===== config.mk =====
export PLATFORM = sky130hd
export DESIGN_NAME = tlb_xlate
export DESIGN_NICKNAME = d
export VERILOG_FILES = /design/src/rtl/tlb_xlate_pkg.sv /design/src/rtl/tlb_cam.sv /design/src/rtl/tlb_victim.sv /design/src/rtl/tlb_xlate.sv
export SDC_FILE = /design/constraint.sdc
export NUM_CORES = 1
export LEC_CHECK = 0
export CORE_MARGIN = 2
export CORE_UTILIZATION = 27
export DETAILED_ROUTE_END_ITERATION = 10
export GPL_ROUTABILITY_DRIVEN = 1
export SYNTH_ARGS = -nofsm -noshare
export SYNTH_HDL_FRONTEND = slang
export SYNTH_SLANG_ARGS = --single-unit

===== constraint.sdc =====
create_clock -name clk -period 13.75 [get_ports clk]
set_input_delay 2.0625 -clock clk [delete_from_list [all_inputs] [get_ports clk]]
set_output_delay 2.0625 -clock clk [all_outputs]
set_load 0.03 [all_outputs]

===== src/rtl/tlb_xlate_pkg.sv =====
package tlb_xlate_pkg;
  localparam int VA_W  = 32;
  localparam int PA_W  = 28;
  localparam int OFF_W = 12;
  localparam int VPN_W = VA_W - OFF_W;
  localparam int PFN_W = PA_W - OFF_W;
  localparam int PTE_V_BIT = PFN_W;
  localparam int PTE_W_BIT = PFN_W + 1;
  localparam int PTE_D_BIT = PFN_W + 2;
  localparam int PTE_W     = PFN_W + 3;

  typedef struct packed {
    logic             valid;
    logic             writable;
    logic             dirty;
    logic [VPN_W-1:0] vpn;
    logic [PFN_W-1:0] pfn;
  } slot_t;

  function automatic logic [VA_W-1:0] pte_addr(input logic [VA_W-1:0] base,
                                               input logic [VPN_W-1:0] vpn);
    return base + VA_W'(vpn);
  endfunction

  function automatic logic [PA_W-1:0] join_paddr(input logic [PFN_W-1:0] pfn,
                                                 input logic [OFF_W-1:0] off);
    return {pfn, off};
  endfunction

  function automatic slot_t pte_to_slot(input logic [VPN_W-1:0] vpn,
                                        input logic [PTE_W-1:0] pte);
    slot_t s;
    s.valid    = pte[PTE_V_BIT];
    s.writable = pte[PTE_W_BIT];
    s.dirty    = pte[PTE_D_BIT];
    s.vpn      = vpn;
    s.pfn      = pte[PFN_W-1:0];
    return s;
  endfunction
endpackage


===== src/rtl/tlb_cam.sv =====
module tlb_cam
  import tlb_xlate_pkg::*;
#(
  parameter int ENTRIES = 8,
  localparam int IDX_W = $clog2(ENTRIES)
) (
  input  logic               clk,
  input  logic               rst_n,
  input  logic [VPN_W-1:0]   lk_vpn,
  output logic               lk_hit,
  output logic [IDX_W-1:0]   lk_idx,
  output logic [PFN_W-1:0]   lk_pfn,
  output logic               lk_writable,
  output logic               lk_dirty,
  input  logic               inv_all,
  input  logic               wr_en,
  input  logic [IDX_W-1:0]   wr_idx,
  input  slot_t              wr_slot,
  input  logic               dirty_en,
  input  logic [IDX_W-1:0]   dirty_idx,
  output logic [ENTRIES-1:0] valid_vec
);
  slot_t              ent_q [ENTRIES];
  logic [ENTRIES-1:0] match;

  for (genvar g = 0; g < ENTRIES; g++) begin : g_cmp
    assign match[g]     = ent_q[g].valid && (ent_q[g].vpn == lk_vpn);
    assign valid_vec[g] = ent_q[g].valid;
  end

  always_comb begin
    lk_idx = '0;
    for (int i = ENTRIES - 1; i >= 0; i--)
      if (match[i]) lk_idx = IDX_W'(i);
  end

  assign lk_hit      = |match;
  assign lk_pfn      = ent_q[lk_idx].pfn;
  assign lk_writable = ent_q[lk_idx].writable;
  assign lk_dirty    = ent_q[lk_idx].dirty;

  always_ff @(posedge clk) begin
    if (!rst_n || inv_all) begin
      for (int i = 0; i < ENTRIES; i++) ent_q[i] <= '0;
    end else begin
      if (dirty_en) ent_q[dirty_idx].dirty <= 1'b1;
      if (wr_en)    ent_q[wr_idx]          <= wr_slot;
    end
  end

  // installs happen only after a miss, so a page is never resident twice
  a_r2_single_match: assert property (@(posedge clk) disable iff (!rst_n)
    $onehot0(match));
  a_r8_flush_empties: assert property (@(posedge clk) disable iff (!rst_n)
    inv_all |=> (valid_vec == '0));
endmodule


===== src/rtl/tlb_victim.sv =====
module tlb_victim #(
  parameter int ENTRIES = 8,
  localparam int IDX_W = $clog2(ENTRIES)
) (
  input  logic               clk,
  input  logic               rst_n,
  input  logic [ENTRIES-1:0] valid_vec,
  input  logic               take,
  output logic [IDX_W-1:0]   victim_idx
);
  logic             full;
  logic [IDX_W-1:0] free_idx;
  logic [IDX_W-1:0] rr_q;

  assign full = &valid_vec;

  always_comb begin
    free_idx = '0;
    for (int i = ENTRIES - 1; i >= 0; i--)
      if (!valid_vec[i]) free_idx = IDX_W'(i);
  end

  assign victim_idx = full ? rr_q : free_idx;

  always_ff @(posedge clk) begin
    if (!rst_n) rr_q <= '0;
    else if (take && full)
      rr_q <= (rr_q == IDX_W'(ENTRIES - 1)) ? '0 : rr_q + 1'b1;
  end

  a_r7_free_slot_first: assert property (@(posedge clk) disable iff (!rst_n)
    !full |-> !valid_vec[victim_idx]);
endmodule


===== src/rtl/tlb_xlate.sv =====
module tlb_xlate
  import tlb_xlate_pkg::*;
#(
  parameter int ENTRIES = 8,
  localparam int IDX_W = $clog2(ENTRIES)
) (
  input  logic             clk,
  input  logic             rst_n,
  input  logic             req_valid,
  output logic             req_ready,
  input  logic [VA_W-1:0]  req_vaddr,
  input  logic             req_store,
  input  logic [VA_W-1:0]  ptbr,
  input  logic             inv_all,
  output logic             mem_req_valid,
  output logic [VA_W-1:0]  mem_req_addr,
  input  logic             mem_rsp_valid,
  input  logic [PTE_W-1:0] mem_rsp_data,
  output logic             resp_valid,
  output logic [PA_W-1:0]  resp_paddr,
  output logic             resp_hit,
  output logic             resp_dirty,
  output logic             resp_page_fault,
  output logic             resp_prot_fault
);
  typedef enum logic {ST_IDLE, ST_WALK} state_t;
  state_t           st_q;
  logic [VA_W-1:0]  vaddr_q;
  logic             store_q;

  logic             lk_hit, lk_writable, lk_dirty;
  logic [IDX_W-1:0] lk_idx, victim_idx;
  logic [PFN_W-1:0] lk_pfn;
  logic [ENTRIES-1:0] valid_vec;

  // named events
  logic  accept_ev, hit_ev, miss_ev, fill_ev, install_ev, dirty_ev;
  logic  hit_prot, fill_ok, fill_prot;
  slot_t fill_slot;

  assign req_ready  = (st_q == ST_IDLE);
  assign accept_ev  = req_valid && req_ready;
  assign hit_ev     = accept_ev && lk_hit;
  assign miss_ev    = accept_ev && !lk_hit;
  assign fill_ev    = (st_q == ST_WALK) && mem_rsp_valid;
  assign fill_slot  = pte_to_slot(vaddr_q[VA_W-1:OFF_W], mem_rsp_data);
  assign fill_ok    = fill_slot.valid;
  assign fill_prot  = fill_ok && store_q && !fill_slot.writable;
  assign install_ev = fill_ev && fill_ok && !inv_all;
  assign hit_prot   = req_store && !lk_writable;
  assign dirty_ev   = hit_ev && req_store && lk_writable && !inv_all;

  assign mem_req_valid = (st_q == ST_WALK);
  assign mem_req_addr  = pte_addr(ptbr, vaddr_q[VA_W-1:OFF_W]);

  tlb_cam #(.ENTRIES(ENTRIES)) cam_i (
    .clk, .rst_n,
    .lk_vpn(req_vaddr[VA_W-1:OFF_W]), .lk_hit, .lk_idx, .lk_pfn, .lk_writable, .lk_dirty,
    .inv_all,
    .wr_en(install_ev), .wr_idx(victim_idx),
    .wr_slot(fill_prot ? fill_slot : '{valid: fill_slot.valid, writable: fill_slot.writable,
                                       dirty: fill_slot.dirty | store_q, vpn: fill_slot.vpn,
                                       pfn: fill_slot.pfn}),
    .dirty_en(dirty_ev), .dirty_idx(lk_idx),
    .valid_vec
  );

  tlb_victim #(.ENTRIES(ENTRIES)) victim_i (
    .clk, .rst_n, .valid_vec, .take(install_ev), .victim_idx
  );

  always_ff @(posedge clk) begin
    if (!rst_n) begin
      st_q    <= ST_IDLE;
      vaddr_q <= '0;
      store_q <= 1'b0;
    end else begin
      if (accept_ev) begin
        vaddr_q <= req_vaddr;
        store_q <= req_store;
      end
      if (miss_ev)      st_q <= ST_WALK;
      else if (fill_ev) st_q <= ST_IDLE;
    end
  end

  always_ff @(posedge clk) begin
    if (!rst_n) begin
      resp_valid      <= 1'b0;
      resp_paddr      <= '0;
      resp_hit        <= 1'b0;
      resp_dirty      <= 1'b0;
      resp_page_fault <= 1'b0;
      resp_prot_fault <= 1'b0;
    end else begin
      resp_valid <= hit_ev || fill_ev;
      if (hit_ev) begin
        resp_hit        <= 1'b1;
        resp_page_fault <= 1'b0;
        resp_prot_fault <= hit_prot;
        resp_dirty      <= lk_dirty || (req_store && lk_writable);
        resp_paddr      <= hit_prot ? '0 : join_paddr(lk_pfn, req_vaddr[OFF_W-1:0]);
      end else if (fill_ev) begin
        resp_hit        <= 1'b0;
        resp_page_fault <= !fill_ok;
        resp_prot_fault <= fill_prot;
        resp_dirty      <= fill_ok && (fill_slot.dirty || (store_q && !fill_prot));
        resp_paddr      <= (fill_ok && !fill_prot) ?
                           join_paddr(fill_slot.pfn, vaddr_q[OFF_W-1:0]) : '0;
      end
    end
  end

  a_r1_offset_through: assert property (@(posedge clk) disable iff (!rst_n)
    resp_valid && !resp_page_fault && !resp_prot_fault
      |-> resp_paddr[OFF_W-1:0] == vaddr_q[OFF_W-1:0]);
  a_r3_walk_from_request: assert property (@(posedge clk) disable iff (!rst_n)
    $rose(mem_req_valid) |-> $past(req_valid));
  a_r3_addr_held: assert property (@(posedge clk) disable iff (!rst_n)
    mem_req_valid && $past(mem_req_valid) && $stable(ptbr) |-> $stable(mem_req_addr));
  a_r5_fault_zero_addr: assert property (@(posedge clk) disable iff (!rst_n)
    resp_valid && (resp_page_fault || resp_prot_fault) |-> resp_paddr == '0);
  a_r5_single_fault_kind: assert property (@(posedge clk) disable iff (!rst_n)
    resp_valid |-> !(resp_page_fault && resp_prot_fault));
  a_r9_busy_during_walk: assert property (@(posedge clk) disable iff (!rst_n)
    mem_req_valid |-> !req_ready);
endmodule


; ---- Word-level counts from Yosys, hierarchy flattened
; Memories as Yosys holds them, arrays and structs flattened.
; Index checks and enable logic that the tools add are counted.
[classes]
n_bitwise = 3
n_eq_ne = 9
addsub = 2
mux = 44
reduce_logical = 43
[op_table]
columns = operator, n
row1 = == test 20 bit, 8
row2 = 2-to-1 mux 28 bit, 4
row3 = 2-to-1 mux 39 bit, 2
row4 = OR reduction 39 bit, 2
row5 = 2-to-1 mux 3 bit, 20
row6 = 2-to-1 mux 37 bit, 1
row7 = adder 32 x 20 -> 32 bit, 1
row8 = logical AND 1 bit, 25
row9 = 2-to-1 mux 1 bit, 15
row10 = AND reduction 8 bit, 1
row11 = OR reduction 8 bit, 1
row12 = logical NOT 1 bit, 7
row13 = logical OR 1 bit, 4
row14 = 2-to-1 mux 2 bit, 2
row15 = nonzero test 2 bit, 2
row16 = "adder 3 x 1 -> 3 bit, second input constant", 1
row17 = "== test 3 bit, second input constant", 1
row18 = NOT 1 bit, 2
row19 = OR reduction 2 bit, 1
row20 = OR 1 bit, 1
[totals]
register_bits = 70
out_inout_bits = 67
word_cells = 112
ramBits = 312
memories = 1
[mem_list]
columns = name, words, word_bits, rd, rd_clocked_by_memory_dff, write_ports, line
row1 = cam_i.ent_q, 8, 39, 9, 0, 8, tlb_cam.sv:23  ; slot_t ent_q [ENTRIES];

; ---- Logic depth before layout (Yosys ltp)
; Gate-level depths: netlist of the first run.
; An unclocked memory read counts as a cell.
[logic_depth]
depth_word = 20
ltp_mapped = 14
mapped_depth_nobuf = 14

; ---- Modules after synthesis
; Synthesis of the first run repeated with hierarchy kept, for this count alone.
[hier_totals]
cells_unflattened = 1698
area_unflattened_um2 = 19703.9
[modules_own_cells]
columns = module, seq_area_each_um2, instances, cells_per_inst, area_per_inst_um2
row1 = tlb_cam, 9288.9, 1, 1161, 15408.5
row2 = tlb_xlate, 1341.3, 1, 506, 4058.9
row3 = tlb_victim, 60.1, 1, 31, 236.5

; ---- Worst setup path before layout of the first run
; No wires, ideal clock.
[synth_timing]
kind = input to output
startpoint = input port ptbr[5]
endpoint = output port mem_req_addr[21]
required_ns = 11.687
arrival_ns = 4.948
path_slack_ns = 6.740
cell_stages = 10
path_buffers = 0
path_cell_list = ha_1 o21a_1 o21ai_0 nor3_1 a221o_1 a41o_1 and4_1 a2111oi_1 o21bai_1 xor2_1
[synth_between]
elab_chain_len = 1
[synth_rtl]
columns = element, line
row1 = "start, declared", tlb_xlate.sv:13  ; input logic [VA_W-1:0] ptbr,
row2 = adder 32 x 20 -> 32 bit, tlb_xlate_pkg.sv:22  ; return base + VA_W'(vpn);
row3 = "end, declared", tlb_xlate.sv:16  ; output logic [VA_W-1:0] mem_req_addr,
; No other way between the ends.

; ---- Final worst setup path of the first run
[layout_timing]
startpoint = input port ptbr[5]
endpoint = output port mem_req_addr[31]
; Same word-level chain as after synthesis.

==> results.ini, run 1 <==
[run_status]
status=completed

[logic_synthesis]
syn_avg_cell_area_sq_um=11.5
netlist_instances=1681
synth-warning-count=0
ys_seq_area_frac=0.557
ys_seq_elements=382
synth.most_common_cell=edfxtp_1
synth_top_area_share=0.484
synthTopCellsByCount=312 x edfxtp_1, 289 x and2_1, 136 x xnor2_1
synthDistinctLibCells=70
synth_area_leaders=edfxtp_1 48%, and2_1 9.3%, dfxtp_1 7.2%, xnor2_1 6.2%, mux2i_1 3.2%
synthFlopType=edfxtp_1
synth-edff-count=312
yosys.area.top_type=edfxtp_1
async_flop_share=0
synthesis.area_sq_mm=0.0193
synth_nets=1793

[finish]
drive_gt1_frac=0.0832
fin_cells=2802
multi_input_area_sq_mm=0.00823
fin_util=0.328
seq_area_sq_mm=0.0108
layout.nets=1928
area_growth_pct=20.9
nFillCells=7069

[timing]
grt_setup_unrepaired=no
finClkSkew_ns=0.0333
fin_crit_ns=8.38
hold_viol=0
holdWs_ns=0.456
max_slew_margin=0.213
fin_ws_ns=5.37
clock.fmax_mhz=119
finalCritPeriodShare=0.609
slew_viol_final=0
setup_viol=0
final.setup.tns_ns=0
tightestPinTransition_ns=1.18

[critical_path]
r2r_start=cam_i.ent_q[0][17]$_SDFFCE_PN0P_
r2r-end=cam_i.ent_q[7][36]$_SDFFCE_PN0P_
start_kind=input pin
crit_arrival_ns=6.31
reg2reg_depth=12
required_ns=11.69
setup.worst_path.end_class=output port
worst-path-max-fanout=6
rrSetupSlack_ns=9.04
crit_type=in2out

[die]
start_util=0.272
chipHeight_microns=272
die_x_microns=272
io_pins=156
die_area_sq_mm=0.0738
core-area_sq_mm=0.0712
rows=98

[routing]
post_drt_via_cell_ratio=4.92
drc=0
dr.first_iter.drc_count=982
wl_per_cell_microns=20.4
vias=13800
ant_nets=0
finalWirelength_mm=57.1
dr.pass1.iters=6

[pwr]
power_switching_uw=706
sw_frac_of_total=0.254
ir_drop_uv=85.6
p_int_uw=2070
p_leak_uw=0.00857
clockPowerShare=0.412
power_frac_comb=0.109
p_seq_frac=0.479
power.density_mw_per_mm2=119

[clock_network]
ctsResizeCount=0
htreeDepth=2
numClockSinks=382
post-cts-setup-buffers=0
postCtsHoldBufs=0
clock_path_buffers=3
clock-root-buffer=clkbuf_16
clkLatencyLatePin_ns=0.59
cts_tree=built
clk_pin_slew_worst_paths_ns=0.06
cts_buffers=43

[placement]
dp_cells=2721
post-place-ws_ns=5.37
place.gp.congestion=0.853
dp_hpwl_mm=36.9
io_buffers=155

[worst_hold_path]
whs_endpoint=resp_hit$_SDFFE_PN0P_
hp-class=reg2reg
min_path_cells=2
min_from=resp_hit$_SDFFE_PN0P_

[grt]
grt_pass1_vias=13900
antenna_found_initial=2
grt_pass1_wl_mm=85.9
grt_max_degree=72
gr-total-overflow=0
grt_usage=0.152

[flow_run]
max_cap_violations=0

[flip-flops by register name, summed over array words and instances (netlist names)]
name and flops:
victim_i.rr_q 3, cam_i.ent_q 312, mem_req_valid 1, store_q 1
vaddr_q 32, resp_prot_fault 1, resp_dirty 1, resp_valid 1
resp_hit 1, resp_paddr 28, resp_page_fault 1
[worst max-delay path by stage]
stage | depth (start not counted) | start | slack [ns] | to
4_1_cts | 14 | ptbr[1] | 5.35 | mem_req_addr[31]
5_1_grt | 14 | ptbr[1] | 5.12 | mem_req_addr[27]
2_1_floorplan | 10 | ptbr[5] | 6.74 | mem_req_addr[21]
3_5_place_dp | 14 | ptbr[1] | 5.37 | mem_req_addr[31]
3_3_place_gp | 14 | ptbr[1] | 5.35 | mem_req_addr[31]
6_report | 13 | ptbr[5] | 5.37 | mem_req_addr[31]
[logic make-up after synthesis]
kind of cell | synth area share
xor gates and xnor gates | 0.0828
muxes | 0.0437
buffers and inverters | 0.0251
adders and majority gates | 0.0153
AOI/OAI and AO/OA | 0.0741
and+or+nand+nor | 0.202
DFF | 0.557
[power by group through the flow]
stage	registers, uW	logic [uW]	clock network [uW]
2_1_floorplan	1350	174	0
3_3_place_gp	1350	297	0
3_5_place_dp	1360	301	0
4_1_cts	1330	304	1170
5_1_grt	1340	325	1210
6_report	1330	303	1150
[cell usage in the layout (no fill, tap or decap), types with 50 or more instances in the layout]
cell type          n
a21oi_1           50
and2_1           289
clkdlybuf4s50_1  155
dfxtp_1           70
edfxtp_1         312
mux2i_1           61
nand2_1          108
nand3_1           56
nand4_1           59
xnor2_1          136
[worst max-delay path, stage by stage]
cell             delay, ns
clkdlybuf4s50_1       0.42
ha_1                  0.36
o21a_1                0.21
o21ai_0               0.35
nor3_1                0.19
a221o_1               0.39
a41o_1                0.29
and4_1                0.20
a2111oi_1             0.56
o21bai_1              0.28
nand4_1               0.17
xnor2_1               0.13
clkdlybuf4s50_1       0.69
[routing by layer]
layer  global-route usage  share of wire  up-vias
li1                     -              -     6333
met1                0.198           0.43     6849
met2                0.259           0.48      498
met3               0.0243          0.061       97
met4               0.0445          0.026        0
met5                    0              0        -
[layout make-up]
class,count,area share
repair buffers,181,0.0747
clock buffers,64,0.0524
inverters,17,0.00273
well taps,950,0.0508
flip-flops and latches,382,0.461
diodes,2,0.000214
multi-input cells,1191,0.352
clock inverters,15,0.00685
[per-stage QoR]
stage / total power (uW) / cell area (sq um)
after floorplan: 1520 / 19300
after global placement: 1650 / 22000
after detailed placement: 1660 / 22000
after CTS: 2800 / 23400
after global routing: 2870 / 23400
final: 2780 / 23400
(Power assumes the default switching activity.)
==> run 2: changes to the inputs <==
- clock period: 13.75 -> 7.5 ns (I/O delays scaled with it)
==> results.ini, run 2 (synthesized netlist as in run 1, its figures left out) <==
[pwr]
power.density_mw_per_mm2=215  ; was 119 mW/mm^2
sw_frac_of_total=0.257  ; was 0.254
power_switching_uw=1290  ; was 706 uW
ir_drop_uv=161  ; was 85.6 uV
p_seq_frac=0.484  ; was 0.479
power_frac_comb=0.111  ; was 0.109
fin_total_pwr_uw=5040  ; was 2780 uW
clockPowerShare=0.405  ; was 0.412
p_int_uw=3750  ; was 2070 uW
p_leak_uw=0.00860  ; was 0.00857 uW

[routing]
wl_per_cell_microns=20.3  ; was 20.4 microns
vias=13700  ; was 13800
finalWirelength_mm=56.9  ; was 57.1 mm
dr.first_iter.drc_count=1030  ; was 982
post_drt_via_cell_ratio=4.91  ; was 4.92
drc=0  ; unchanged
ant_nets=0  ; unchanged
dr.pass1.iters=5  ; was 6

[flow_run]
max_cap_violations=0  ; unchanged

[timing]
hold_viol=0  ; unchanged
tightestPinTransition_ns=1.18  ; about the same
clock.fmax_mhz=153
finClkSkew_ns=0.0275  ; was 0.0333 ns
setup_viol=0  ; unchanged
fin_ws_ns=0.974  ; was 5.37 ns
fin_crit_ns=6.53
final.setup.tns_ns=0  ; unchanged
grt_setup_unrepaired=no  ; unchanged
slew_viol_final=0  ; unchanged
finalCritPeriodShare=0.870
max_slew_margin=0.211  ; was 0.213

[critical_path]
slowest_delay_ns=0.69  ; about the same
crit_top_cell=clkdlybuf4s50_1  ; unchanged
start_kind=input pin  ; unchanged
path_buf_inv=2  ; unchanged
setup.worst_path.end_class=output port  ; unchanged
crit_chain=clkdlybuf4s50_1 -> ha_1 -> a21o_1 -> a21oi_1 -> o21a_1 -> nor3_1 -> a221o_1 -> a41o_1 -> and4_1 -> a2111oi_1 -> o21bai_1 -> nand4_1 -> xnor2_1 -> clkdlybuf4s50_1  ; was clkdlybuf4s50_1 -> ha_1 -> o21a_1 -> o21ai_0 -> nor3_1 -> a221o_1 -> a41o_1 -> and4_1 -> a2111oi_1 -> o21bai_1 -> nand4_1 -> xnor2_1 -> clkdlybuf4s50_1
reg2reg_depth=11  ; was 12
crit_type=in2out  ; unchanged
crit_arrival_ns=5.40  ; was 6.31 ns
required_ns=6.38  ; was 11.69 ns
worst-path-max-fanout=6  ; unchanged
crit_family=compound AO/OA/AOI/OAI gates  ; unchanged
critPathSlowestCell=clkdlybuf4s50_1  ; unchanged
cp.depth=14  ; was 13

[clock_network]
ctsResizeCount=0  ; unchanged
clock-root-buffer=clkbuf_16  ; unchanged
cts_tree=built  ; unchanged
clock_path_buffers=3  ; unchanged
numClockSinks=382  ; unchanged
clkLatencyLatePin_ns=0.60  ; was 0.59 ns
clk_pin_slew_worst_paths_ns=0.06  ; about the same
postCtsHoldBufs=0  ; unchanged
htreeDepth=2  ; unchanged
post-cts-setup-buffers=0  ; unchanged
cts_buffers=43  ; unchanged

[finish]
reg_top3=cam_i.ent_q: 312 flops, vaddr_q: 32 flops, resp_paddr: 28 flops  ; unchanged
layout_common_cells=312 x edfxtp_1, 289 x and2_1, 155 x clkdlybuf4s50_1  ; unchanged
drive_gt1_frac=0.0843  ; was 0.0832
largest_reg_flops=312  ; unchanged
layout.nets=1931  ; was 1928
mostFrequentLayoutCell=edfxtp_1  ; unchanged
largest-register=cam_i.ent_q  ; unchanged
area_growth_pct=21.1  ; was 20.9%
fin_util=0.329  ; was 0.328
stdcell_area_sq_mm=0.0234  ; about the same

[placement]
dp_hpwl_mm=37.2  ; was 36.9 mm
place.gp.congestion=0.831  ; was 0.853
post-place-ws_ns=0.965  ; was 5.37 ns
placed_area_sq_mm=0.0221  ; was 0.0220 sq mm
io_buffers=155  ; unchanged

[worst_hold_path]
hp-class=reg2reg  ; unchanged
min_path_cells=2  ; unchanged

[die]
start_util=0.272  ; unchanged
rows=98  ; unchanged
die_x_microns=272  ; unchanged
core-area_sq_mm=0.0712  ; unchanged
chipHeight_microns=272  ; unchanged
io_pins=156  ; unchanged
die_area_sq_mm=0.0738  ; unchanged

[grt]
grt_pass1_wl_mm=85.3  ; was 85.9 mm
gr-total-overflow=0  ; unchanged
grt_usage=0.152  ; about the same
grt_max_degree=65  ; was 72
antenna_found_initial=1  ; was 2
grt_pass1_vias=13600  ; was 13900

[run_status]
status=completed  ; unchanged

-- run 2: power groups by stage --
stage          clock network (uW)  logic, uW  registers [uW]
5_1_grt                      2160        600            2450
3_5_place_dp                    0        557            2480
4_1_cts                      2080        561            2440
2_1_floorplan                   0        319            2470
3_3_place_gp                    0        550            2480
6_report                     2040        559            2440
-- run 2: worst paths after layout --
kind	startpoint	to	slack [ns]
min reg2reg	resp_hit$_SDFFE_PN0P_	resp_hit$_SDFFE_PN0P_	0.46
max reg2reg	cam_i.ent_q[5][16]$_SDFFCE_PN0P_	cam_i.ent_q[4][36]$_SDFFCE_PN0P_	3.34
min	resp_hit$_SDFFE_PN0P_	resp_hit$_SDFFE_PN0P_	0.46
max	ptbr[1]	mem_req_addr[31]	0.97
-- run 2: worst min-delay path: stages (launching register included) --
cell     delay, ns
dfxtp_1       0.31
nand2_1       0.05
a21oi_1       0.05
-- run 2: cell type report --
class / instances / area (sq um)
Fill cell: 7026 / 47800
Sequential cell: 382 / 10800
Multi-Input combinational cell: 1191 / 8230
Timing Repair Buffer: 184 / 1830
Tap cell: 950 / 1190
Clock buffer: 54 / 1140
Clock inverter: 22 / 198
Inverter: 17 / 63.8
Antenna cell: 1 / 2.50
-- run 2: through the flow --
step	std cells	hold WS, ns
after floorplan	1681	0.450
after global placement	2724	0.447
after detailed placement	2724	0.453
after CTS	2800	0.461
after global routing	2801	0.485
final	2801	0.463
-- run 2: layer usage --
layer,GRT usage,share of wire
met1,0.201,0.43
met2,0.255,0.48
met3,0.0280,0.067
met4,0.0382,0.019
met5,0,0
